**config.mk**
```make
export PLATFORM = sky130hd
export DESIGN_NAME = sample_frame_assembler
export DESIGN_NICKNAME = d
export VERILOG_FILES = /design/src/rtl/sfa_pkg.sv /design/src/rtl/sfa_idle_timer.sv /design/src/rtl/sfa_result_tx.sv /design/src/rtl/sample_frame_assembler.sv
export SDC_FILE = /design/constraint.sdc
export NUM_CORES = 1
export LEC_CHECK = 0
export ABC_AREA = 1
export BUFFER_PORTS_ARGS = -buffer_cell sky130_fd_sc_hd__buf_2
export CORE_UTILIZATION = 50
export DETAILED_ROUTE_END_ITERATION = 7
export GPL_ROUTABILITY_DRIVEN = 0
export PLACE_DENSITY = 0.74
export SLEW_MARGIN = 20
export SYNTH_ARGS = -nofsm -noshare
export SYNTH_HDL_FRONTEND = slang
export SYNTH_SLANG_ARGS = --single-unit
```
**constraint.sdc**
```tcl
create_clock -name clk -period 5.4 [get_ports clk]
set_input_delay 1.08 -clock clk [delete_from_list [all_inputs] [get_ports clk]]
set_output_delay 1.08 -clock clk [all_outputs]
set_load 0.1 [all_outputs]
```
**src/rtl/sfa_pkg.sv**
```systemverilog
package sfa_pkg;

    typedef enum logic [1:0] {
        ST_WAIT_LO = 2'd0,
        ST_WAIT_HI = 2'd1,
        ST_COMMIT  = 2'd2,
        ST_READY   = 2'd3
    } asm_state_t;

endpackage

```
**src/rtl/sfa_idle_timer.sv**
```systemverilog
// Counts consecutive idle edges while a frame is open; flags expiry.
module sfa_idle_timer #(
    parameter int CNT_W = 16
) (
    input  logic             clk,
    input  logic             rst_n,
    input  logic             active,
    input  logic             kick,
    input  logic [CNT_W-1:0] limit,
    output logic             expire
);

    logic [CNT_W-1:0] idle_cnt;
    logic [CNT_W:0]   idle_next;

    assign idle_next = {1'b0, idle_cnt} + 1'b1;
    assign expire    = active && !kick && (limit != '0)
                       && (idle_next >= {1'b0, limit});

    always_ff @(posedge clk) begin
        if (!rst_n) begin
            idle_cnt <= '0;
        end else if (!active || kick || expire) begin
            idle_cnt <= '0;
        end else begin
            idle_cnt <= idle_next[CNT_W-1:0];
        end
    end

endmodule

```
**src/rtl/sfa_result_tx.sv**
```systemverilog
// Holds the predicted digit as one byte until the transmitter takes it.
module sfa_result_tx #(
    parameter int DIGIT_W = 4,
    parameter int BYTE_W  = 8
) (
    input  logic               clk,
    input  logic               rst_n,
    input  logic               result_valid,
    input  logic [DIGIT_W-1:0] result_digit,
    input  logic               tx_ready,
    output logic               tx_valid,
    output logic [BYTE_W-1:0]  tx_byte
);

    localparam int PAD_W = BYTE_W - DIGIT_W;

    always_ff @(posedge clk) begin
        if (!rst_n) begin
            tx_valid <= 1'b0;
            tx_byte  <= '0;
        end else if (result_valid) begin
            tx_valid <= 1'b1;
            tx_byte  <= {{PAD_W{1'b0}}, result_digit};
        end else if (tx_valid && tx_ready) begin
            tx_valid <= 1'b0;
        end
    end

endmodule

```
**src/rtl/sample_frame_assembler.sv**
```systemverilog
module sample_frame_assembler
    import sfa_pkg::*;
#(
    parameter int NUM_WORDS = 784,
    parameter int BYTE_W    = 8,
    parameter int TMO_W     = 16,
    parameter int DIGIT_W   = 4,
    localparam int WORD_W   = 2 * BYTE_W,
    localparam int ADDR_W   = $clog2(NUM_WORDS)
) (
    input  logic               clk,
    input  logic               rst_n,
    input  logic [BYTE_W-1:0]  rx_byte,
    input  logic               rx_valid,
    input  logic [TMO_W-1:0]   idle_limit,
    input  logic               core_busy,
    output logic [ADDR_W-1:0]  buf_addr,
    output logic [WORD_W-1:0]  buf_data,
    output logic               buf_we,
    output logic               frame_ready,
    input  logic [DIGIT_W-1:0] result_digit,
    input  logic               result_valid,
    input  logic               tx_ready,
    output logic [BYTE_W-1:0]  tx_byte,
    output logic               tx_valid
);

    localparam logic [ADDR_W-1:0] LAST_ADDR = ADDR_W'(NUM_WORDS - 1);

    asm_state_t        state, state_nxt;
    logic [ADDR_W-1:0] word_cnt;
    logic [BYTE_W-1:0] lo_q;
    logic              accept;
    logic              in_frame;
    logic              tmo;
    logic              last_word;

    assign accept    = rx_valid && !core_busy
                       && ((state == ST_WAIT_LO) || (state == ST_WAIT_HI));
    assign in_frame  = (state == ST_WAIT_HI)
                       || ((state == ST_WAIT_LO) && (word_cnt != '0));
    assign last_word = (word_cnt == LAST_ADDR);

    sfa_idle_timer #(
        .CNT_W (TMO_W)
    ) u_timer (
        .clk    (clk),
        .rst_n  (rst_n),
        .active (in_frame),
        .kick   (accept),
        .limit  (idle_limit),
        .expire (tmo)
    );

    // State register
    always_ff @(posedge clk) begin
        if (!rst_n) begin
            state <= ST_WAIT_LO;
        end else begin
            state <= state_nxt;
        end
    end

    // Transitions
    always_comb begin
        state_nxt = state;
        unique case (state)
            ST_WAIT_LO: begin
                if (tmo) begin
                    state_nxt = ST_WAIT_LO;          // abort
                end else if (accept) begin
                    state_nxt = ST_WAIT_HI;          // lo_taken
                end
            end
            ST_WAIT_HI: begin
                if (tmo) begin
                    state_nxt = ST_WAIT_LO;          // abort
                end else if (accept) begin
                    state_nxt = last_word ? ST_COMMIT   // frame_done
                                          : ST_WAIT_LO; // word_done
                end
            end
            ST_COMMIT: state_nxt = ST_READY;         // publish
            ST_READY:  state_nxt = ST_WAIT_LO;       // rearm
        endcase
    end

    // Outputs
    assign frame_ready = (state == ST_READY);

    always_ff @(posedge clk) begin
        if (!rst_n) begin
            word_cnt <= '0;
            lo_q     <= '0;
            buf_we   <= 1'b0;
            buf_addr <= '0;
            buf_data <= '0;
        end else begin
            buf_we <= 1'b0;
            if (tmo) begin
                word_cnt <= '0;
            end else if (accept && (state == ST_WAIT_LO)) begin
                lo_q <= rx_byte;
            end else if (accept && (state == ST_WAIT_HI)) begin
                buf_we   <= 1'b1;
                buf_addr <= word_cnt;
                buf_data <= {rx_byte, lo_q};
                word_cnt <= last_word ? '0 : word_cnt + 1'b1;
            end
        end
    end

    sfa_result_tx #(
        .DIGIT_W (DIGIT_W),
        .BYTE_W  (BYTE_W)
    ) u_result (
        .clk          (clk),
        .rst_n        (rst_n),
        .result_valid (result_valid),
        .result_digit (result_digit),
        .tx_ready     (tx_ready),
        .tx_valid     (tx_valid),
        .tx_byte      (tx_byte)
    );

endmodule

```
* Word level (Yosys, flattened, before mapping)
Index checks and enable logic that the tools add are counted.
Storage, ports and cells: logic and storage cells 58, memory bits (writable) 0, memories 0, bits in read-only memories 0, flip-flop bits (word level) 68, latch bits 0
Cells by class: multiply operators 0, add/sub/neg operators 2, magnitude comparators 1, shift-type cells 0, divide/modulo/power cells 0, reductions and logical operators 27, muxes and demuxes 10, bitwise logic cells 3, equal/unequal tests 6
Operator list (count):
- $add 16x1->17 const B | 1
- $ge 17x16->1 | 1
- $reduce_bool 16->1 | 1
- $add 10x1->10 const B | 1
- $eq 10x10->1 const B | 1
- $mux 10 | 1
- $mux 2 | 5
- $reduce_bool 10->1 | 1
- $logic_and 1x1->1 | 9
- $pmux 2 s4 | 1
- $ne 3x2->1 const B | 2
- $reduce_and 2->1 | 3
- $eq 2x2->1 const B | 2
- $logic_or 1x1->1 | 4
- $reduce_or 2->1 | 2
- $logic_not 1->1 | 3
- $mux 1 | 3
- $not 1->1 | 3
- $reduce_and 3->1 | 1
- $reduce_or 3->1 | 1
- $eq 2x1->1 const B | 1
- $logic_not 2->1 | 1
- $reduce_bool 2->1 | 1

* Longest topological paths before layout
Gate-level depths: netlist of the first run.
depth in word-level cells 9, depth in mapped cells 23, depth with buffers taken out 22

* By module
A second synthesis of the first run with hierarchy kept.
Second synthesis, totals: cells, all modules 495, area total of the unflattened synthesis 3577.2 um2
Modules (own cells, without submodules):
- sample_frame_assembler | cells each 264, sequential area each 940.9 um2, times used 1, area each 1959.4 um2
- sfa_idle_timer | cells each 204, sequential area each 320.3 um2, times used 1, area each 1410.1 um2
- sfa_result_tx | cells each 27, sequential area each 100.1 um2, times used 1, area each 207.7 um2

* Worst setup path after synthesis of the first run
No wires, ideal clock.
path type register to register, start point register u_timer.idle_cnt[0], end point register u_timer.idle_cnt[6], data required time 5.338 ns, arrival time 2.392 ns, period minus slack after synthesis 2.454 ns, path slack 2.946 ns, buffers on the path 1, library setup time 0.062 ns, cell stages (with the launch flop) 20, cells stage by stage dfxtp_1 ha_1 nand2_1 nor3_1 nand4_1 xor2_1 inv_1 ha_1 nand2_1 nand2_1 nand2_1 nand2_1 nand2_1 nand3_1 nor2_1 nand2_2 nand2_4 nand3b_4 buf_12 nor2_2
Between the ends: word-level cells in the longest chain between the ends 5
RTL lines:
- from (decl) | line sfa_idle_timer.sv:13 | logic [CNT_W-1:0] idle_cnt;
- from (signal assigned) | line sfa_idle_timer.sv:26 | idle_cnt <= idle_next[CNT_W-1:0];
- $add 16x1->17 | line sfa_idle_timer.sv:16 | assign idle_next = {1'b0, idle_cnt} + 1'b1;
- named net u_timer.idle_next[10] | line sfa_idle_timer.sv:14 | logic [CNT_W:0] idle_next;
- $ge 17x16->1 | line sfa_idle_timer.sv:18 | && (idle_next >= {1'b0, limit});
- $logic_and 1x1->1 | line sfa_idle_timer.sv:18
- $logic_or 1x1->1 | line sfa_idle_timer.sv:23 | end else if (!active || kick || expire) begin
- $reduce_or 2->1 (no line)
The timed path passes the listed nets, and every way through them passes these cells. A chain may end at the register's enable or synchronous reset.

* Final worst setup path of the first run
start point register u_timer.idle_cnt[0], end point register u_timer.idle_cnt[5]
The elaborated chain is that of the path after synthesis.

==> results.json, run 1 <==
{
  "core_area_um2": 6790,
  "fill_cells": 622,
  "wl_per_cell_um": 11.4,
  "register_area_um2": 1360,
  "via_per_inst": 4.78,
  "netlist_instances": 492,
  "postCtsSetupBuffers": 0,
  "gr-total-overflow": 0,
  "drc_errors": 0,
  "r2r-start": "u_timer.idle_cnt[0]$_SDFF_PP0_",
  "clk_pin_slew_ns": 0.07,
  "r2r_cells": 18,
  "diodes": 0,
  "dr.pass1.iters": 4,
  "antenna_left": 0,
  "cts_buffers": 9,
  "rsz0062_at_grt": "no",
  "min_period_ns": 2.94,
  "first_global_vias": 2952,
  "yosysUniqueCellTypes": 35,
  "multi_input_area_um2": 1780,
  "cts_resized": 0,
  "num-nets-final": 610,
  "ys_ff_latch": 68,
  "rows": 30,
  "final_common_cell": "nor2_1",
  "worst_pin_slew_ns": 0.824,
  "grt_max_degree": 42,
  "setup_tns_ns": 0,
  "place_area_um2": 3880,
  "netlist_area_um2": 3510,
  "die_height_um": 85.8,
  "antenna_found_initial": 0,
  "max_freq_ghz": 0.340,
  "clock_sinks": 68,
  "hold_class": "register to register",
  "critPathCaptureType": "register",
  "synthToLayoutAreaGrowth_pct": 15.8,
  "dieArea_um2": 7370,
  "avgSynthCellArea_um2": 7.14,
  "report.final.slew_viol_count": 0,
  "status": "finished, final reports clean",
  "hold_viol": 0,
  "slew_headroom": 0.450,
  "yosys_warnings": 0,
  "finalPower_mw": 1.13,
  "cts_root_buf": "clkbuf_8",
  "clock_latency_ns": 0.34,
  "start_kind": "register",
  "cp_max_fo": 16,
  "grt_usage": 0.217,
  "rrSetupSlack_ns": 2.46,
  "fin_skew_ns": 0.0104,
  "fin_util": 0.599,
  "worstPathRequired_ns": 5.66,
  "p_per_area_nw_per_um2": 277,
  "port_buffers": 66,
  "io_pins": 71,
  "r2r-end": "u_timer.idle_cnt[5]$_SDFF_PP0_",
  "period_share": 0.544,
  "seq_area_frac_synth": 0.387,
  "cts_htree_levels": 3,
  "final_cell_mix": "nor2_1 (96), nand2_1 (75), inv_1 (70), dfxtp_1 (68), buf_2 (66)",
  "p_leak_nw": 2.14,
  "irDropWorstVdd_mv": 0.222,
  "worst-setup-path-type": "register to register",
  "arrival_ns": 3.20,
  "grt_pass1_wl_mm": 12.7,
  "cts_buffer_depth": 2,
  "hold_path_depth": 1,
  "postRouteWirelength_mm": 7.51,
  "cts_tree": "yes",
  "cap_violations": 0,
  "drtIter0Drc": 130,
  "design_area_um2": 4070,
  "die_w_um": 85.8,
  "hold_start": "u_timer.idle_cnt[0]$_SDFF_PP0_",
  "vias": 3143,
  "layout-drive-gt1-share": 0.217,
  "start_util": 0.517,
  "holdPathEnd": "u_timer.idle_cnt[0]$_SDFF_PP0_",
  "critical_path.startpoint": "u_timer.idle_cnt[0]$_SDFF_PP0_",
  "setup_viol": 0,
  "dp_hpwl_mm": 5.82,
  "hold_buffers": 0
}
worst max path at each step:
stage	to	slack [ns]	depth (start not counted)
floorplan	u_timer.idle_cnt[6]$_SDFF_PP0_	2.95	19
global placement	u_timer.idle_cnt[0]$_SDFF_PP0_	2.59	18
finish	u_timer.idle_cnt[5]$_SDFF_PP0_	2.46	18
CTS	u_timer.idle_cnt[0]$_SDFF_PP0_	2.45	18
global route	u_timer.idle_cnt[0]$_SDFF_PP0_	2.19	18
detailed placement	u_timer.idle_cnt[5]$_SDFF_PP0_	2.47	18
state kept, by name (all words and copies together), names as in the netlist, named ones only:
register and cells:
buf_we 1, u_timer.idle_cnt 16, buf_data 16, u_result.tx_byte 4, state 1, u_result.tx_valid 1, lo_q 8, buf_addr 10
word_cnt 10
metrics by stage:
stage | worst slack, ns | hold slack, ns | std cells
4_1_cts | 2.45 | 0.473 | 658
2_1_floorplan | 2.95 | 0.433 | 495
3_5_place_dp | 2.47 | 0.461 | 642
3_3_place_gp | 2.59 | 0.440 | 642
5_1_grt | 2.19 | 0.513 | 658
6_report | 2.46 | 0.470 | 658
layer usage:
| metal | track usage | wire [um] |
|---|---|---|
| met5 | 0 | 0 |
| met4 | 0.100 | 116 |
| met3 | 0.0356 | 265 |
| met2 | 0.364 | 3630 |
| met1 | 0.272 | 3500 |
power breakdown:
part	internal [mW]	total, mW	leakage (nW)	switching (mW)
clock	0.212	0.401	0.0845	0.189
sequential	0.521	0.532	0.552	0.0111
combinational	0.0387	0.195	1.50	0.156
total	0.772	1.13	2.14	0.356
synthesized netlist by cell type:
cell / count / area share
nand2_1: 75 / 0.080
inv_1: 70 / 0.075
xor2_1: 9 / 0.022
conb_1: 1 / 0.0011
a21oi_1: 17 / 0.024
buf_4: 4 / 0.0085
o21ai_0: 40 / 0.057
o31ai_1: 1 / 0.0021
nor3_1: 8 / 0.011
nand3_1: 16 / 0.023
nor4_1: 1 / 0.0018
buf_6: 1 / 0.0032
buf_12: 1 / 0.0057
dfxtp_1: 68 / 0.39
inv_2: 7 / 0.0075
a21o_1: 2 / 0.0043
clkbuf_1: 7 / 0.0075
nor2_2: 17 / 0.030
nor3b_1: 1 / 0.0021
nand4_2: 2 / 0.0071
nor2_1: 96 / 0.10
ha_1: 19 / 0.068
nand2_4: 1 / 0.0032
nand3b_4: 1 / 0.0057
nand3b_1: 2 / 0.0043
nor2_4: 3 / 0.0096
nand4_1: 6 / 0.011
nor3_2: 1 / 0.0028
xnor2_1: 2 / 0.0050
nand2_2: 7 / 0.012
nand3_2: 1 / 0.0028
buf_2: 2 / 0.0028
a22oi_1: 1 / 0.0021
nor3_4: 1 / 0.0046
a211oi_1: 1 / 0.0021
critical path, stage by stage (launching register included):
cell      delay, ns
dfxtp_1        0.37
ha_1           0.20
nand2_1        0.09
nor3_1         0.28
nand4_1        0.19
xor2_1         0.29
inv_1          0.08
ha_1           0.33
nand2_1        0.09
nand2_1        0.05
nand2_1        0.06
nand2_1        0.05
nand2_1        0.06
nand3_1        0.08
nor2_1         0.11
nand2_2        0.07
nand2_4        0.08
nand3b_4       0.22
nor2_1         0.16
logic make-up (layout without fill, tap and decap cells):
kind of cell / Yosys count / in the layout / synth area share
and+or+nand+nor: 239 / 239 / 0.314
buffers and inverters: 92 / 159 / 0.110
DFF: 68 / 68 / 0.387
AOI/OAI and AO/OA: 62 / 62 / 0.0919
adders and majority gates: 19 / 19 / 0.0677
xor gates and xnor gates: 11 / 11 / 0.0274
other: 1 / 4 / 0.00107
final cells by class:
| class | count | share of cell area |
|---|---|---|
| Multi-Input combinational cell | 335 | 0.437 |
| Sequential cell | 68 | 0.334 |
| Timing Repair Buffer | 66 | 0.0812 |
| Inverter | 77 | 0.0710 |
| Clock buffer | 10 | 0.0314 |
| Tap cell | 96 | 0.0295 |
| Clock inverter | 6 | 0.0160 |
Note: power is estimated with default switching activity, not from simulation.
==> run 2, diff against run 1 <==
--- a/config.mk
+++ b/config.mk
@@ -5,12 +5,12 @@
 export SDC_FILE = /design/constraint.sdc
 export NUM_CORES = 1
 export LEC_CHECK = 0
-export ABC_AREA = 1
+export ABC_AREA = 0
 export BUFFER_PORTS_ARGS = -buffer_cell sky130_fd_sc_hd__buf_2
-export CORE_UTILIZATION = 50
+export CORE_UTILIZATION = 49
 export DETAILED_ROUTE_END_ITERATION = 7
 export GPL_ROUTABILITY_DRIVEN = 0
-export PLACE_DENSITY = 0.74
+export PLACE_DENSITY = 0.76
 export SLEW_MARGIN = 20
 export SYNTH_ARGS = -nofsm -noshare
 export SYNTH_HDL_FRONTEND = slang
==> constraint.sdc (replaced) <==
create_clock -name clk -period 2.5 [get_ports clk]
set_input_delay 0.5 -clock clk [delete_from_list [all_inputs] [get_ports clk]]
set_output_delay 0.5 -clock clk [all_outputs]
set_load 0.1 [all_outputs]
==> run 2 against run 1 <==
The run now ends with DRC, setup timing left. Hold slack worse by 0.075 ns. Final cell count down 16%. Wire length up 3.1%. Power up 96%. Clock power up 120%. Non-clock buffer count up 31. Flip-flop and latch count unchanged. Critical endpoint is now word_cnt[9]$_SDFFE_PP0P_. Largest power group unchanged.
==> results.json, run 2 <==
{
  "status": "finished with violations",
  "violations": "DRC, setup timing",
  "routed-wl-met3_um": 355,
  "avgSynthCellArea_um2": 8.49,
  "netlist_area_um2": 3290,
  "ys_ff_latch": 68,
  "synthToLayoutAreaGrowth_pct": 30.8,
  "netlist_instances": 387,
  "via_per_inst": 5.37,
  "diodes": 0,
  "num-nets-final": 527,
  "drtIter0Drc": 129,
  "wl_per_cell_um": 13.9,
  "cp_max_fo": 7,
  "dieArea_um2": 7040,
  "synth_ff_type": "dfxtp_1",
  "dr.pass1.iters": 6,
  "setup_tns_ns": -2.56,
  "p_int_mw": 1.62,
  "cts_htree_levels": 3,
  "postRouteWirelength_mm": 7.74,
  "die_w_um": 83.9,
  "wl_met2_mm": 3.95,
  "gr-total-overflow": 0,
  "p_comb_frac": 0.108,
  "grt_pass1_wl_mm": 12.3,
  "m1WireLength_mm": 3.31,
  "synth_edf_count": 0,
  "hold_class": "input pin to register",
  "clock_latency_ns": 0.34,
  "vias": 2988,
  "critPathCaptureType": "register",
  "start_kind": "register",
  "grt_usage": 0.217,
  "worstPathRequired_ns": 2.70,
  "cts_buffers": 9,
  "swShare": 0.266,
  "arrival_ns": 2.82,
  "topRoutingLayerUsed": "met4",
  "yosysUniqueCellTypes": 47,
  "cts_tree": "yes",
  "finalPower_mw": 2.21,
  "reg.largest.list": "buf_data x16, u_timer.idle_cnt x16",
  "cts_buffer_depth": 2,
  "fin_skew_ns": 0.0113,
  "min_period_ns": 2.62,
  "die_height_um": 83.9,
  "synth.area.mux_share": 0.0152,
  "report.final.slew_viol_count": 0,
  "yosys_warnings": 0,
  "final_cell_mix": "nand2_1 (80), buf_2 (66), dfxtp_1 (61), a21oi_1 (44), buf_4 (27)",
  "p_sw_mw": 0.588,
  "clockPowerShare": 0.390,
  "path_buf_inv": 2,
  "slew_headroom": 0.536,
  "drc_errors": 8,
  "critPathMaxStageDelay_ns": 0.33,
  "period_share": 1.05,
  "grt_max_degree": 45,
  "clock_sinks": 68,
  "async_reset_ff_frac": 0,
  "rsz0062_at_grt": "yes",
  "cpMostUsedCell": "and3_4",
  "crit_path_cell_trace": "and3_4, and3_4, buf_4, nand3_4, xnor2_4, ha_4, nand4_1, nor3_2, o21ai_2, a41oi_4, clkbuf_16, a211oi_2",
  "first_global_vias": 2827,
  "p_per_area_nw_per_um2": 515,
  "worst-setup-path-type": "register to register",
  "layout-drive-gt1-share": 0.330,
  "yosysTopAreaCellShare": 0.414,
  "max_freq_ghz": 0.381,
  "setup_ws_ns": -0.123,
  "core_area_um2": 6420,
  "cp_top_family": "simple AND/OR/NAND/NOR gates",
  "cap_violations": 0,
  "synth_area_leaders": "dfxtp_1 (41%), nand2_1 (9.1%), ha_1 (7.2%), a21oi_1 (6.9%), nor3b_1 (3.2%)",
  "antenna_found_initial": 0,
  "rows": 29,
  "synth-xor-area-share": 0.0560,
  "yosys-top-cells-count": "nand2_1 (80), dfxtp_1 (68), a21oi_1 (45), inv_1 (20), ha_1 (19)",
  "port_buffers": 66,
  "synth_top_family_by_area": "simple AND/OR/NAND/NOR gates",
  "antenna_left": 0,
  "seq_area_frac_synth": 0.414,
  "hold_viol": 0,
  "dp_hpwl_mm": 5.25,
  "setup_viol": 27,
  "clk_pin_slew_ns": 0.08,
  "start_util": 0.512,
  "synth-compound-area-share": 0.117,
  "seq_power_share": 0.502,
  "final_common_cell": "nand2_1",
  "io_pins": 71,
  "worst_pin_slew_ns": 0.694,
  "synth_fa_ha_area_frac": 0.0724,
  "synth.most_common_cell": "nand2_1",
  "irDropWorstVdd_mv": 0.509,
  "post-synth-top-area-cell": "dfxtp_1",
  "p_leak_nw": 1.91,
  "cts_root_buf": "clkbuf_8",
  "cp_slowest_cell": "dfxtp_2",
  "yosys.area_share.simple": 0.260
}
run 2: cell count changes after synthesis, moves of 7 or more:
| cell | before | now |
|---|---|---|
| and3_1 | 0 | 8 |
| nor3b_1 | 1 | 14 |
| nor2_2 | 17 | 0 |
| a21oi_1 | 17 | 45 |
| xnor2_1 | 2 | 11 |
| nand3_1 | 16 | 9 |
| nor2_1 | 96 | 12 |
| inv_2 | 7 | 0 |
| o21ai_0 | 40 | 3 |
| inv_1 | 70 | 20 |
| a211oi_1 | 1 | 8 |
| nand2_2 | 7 | 0 |
run 2: logic make-up after synthesis:
logic type      Yosys count
compound gates           65
xor+xnor                 21
fa+ha+maj                19
buf+inv                  45
flops                    68
mux                       5
other cells               1
simple gates            163
run 2: what timing repair did:
action,CTS,global route
hold endpoints to repair,0,0
pin swaps,6,3
hold buffers,0,0
gates resized for setup,18,26
gates cloned,1,1
buffers inserted,2,2
setup endpoints to repair,27,27
run 2: final cells by class:
type / instances / area, um2
Sequential cell: 68 / 1370
Inverter: 21 / 78.8
Tap cell: 77 / 96.3
Fill cell: 497 / 2130
Multi-Input combinational cell: 277 / 1960
Clock inverter: 6 / 65.1
Clock buffer: 10 / 128
Timing Repair Buffer: 97 / 601
run 2: through the flow:
| stage | hold slack [ns] | instances | instance area (um2) | util | worst slack [ns] |
|---|---|---|---|---|---|
| final | 0.395 | 556 | 4300 | 0.669 | -0.123 |
| after global routing | 0.408 | 556 | 4300 | 0.669 | -0.227 |
| after CTS | 0.394 | 553 | 4130 | 0.643 | -0.0586 |
| after detailed placement | 0.442 | 534 | 3820 | 0.595 | -0.138 |
| after global placement | 0.437 | 534 | 3820 | 0.595 | -0.121 |
| after floorplan | 0.432 | 390 | 3320 | - | 0.0105 |
run 2: power groups by stage:
stage          Clock (mW)  Combinational, mW  Sequential (mW)
4_1_cts             0.880              0.233             1.11
3_3_place_gp            0              0.224             1.13
3_5_place_dp            0              0.230             1.13
2_1_floorplan           0              0.110             1.19
5_1_grt             0.921              0.258             1.11
6_report            0.863              0.238             1.11
run 2: final timing paths:
check / end / slack [ns] / cells after the start / start
worst max-delay path: word_cnt[9]$_SDFFE_PP0P_ / -0.12 / 12 / u_timer.idle_cnt[2]$_SDFF_PP0_
worst min-delay path: u_result.tx_byte[3]$_SDFFE_PN0P_ / 0.39 / 3 / result_digit[3]
worst max register to register: word_cnt[9]$_SDFFE_PP0P_ / -0.12 / 12 / u_timer.idle_cnt[2]$_SDFF_PP0_
worst min register to register: buf_addr[7]$_SDFFE_PN0P_ / 0.45 / 2 / buf_addr[7]$_SDFFE_PN0P_
run 2: per-layer routing:
layer | vias to the layer above | track usage
li1 | 1496 | -
met1 | 1394 | 0.259
met2 | 84 | 0.379
met3 | 14 | 0.0346
met4 | 0 | 0.105
met5 | - | 0
run 2: worst register-to-register path: stages (launching register included):
cell and delay (ns):
dfxtp_2 0.33, and3_4 0.21, and3_4 0.23, buf_4 0.13
nand3_4 0.09, xnor2_4 0.15, ha_4 0.28, nand4_1 0.13
nor3_2 0.24, o21ai_2 0.09, a41oi_4 0.32, clkbuf_16 0.23
a211oi_2 0.06
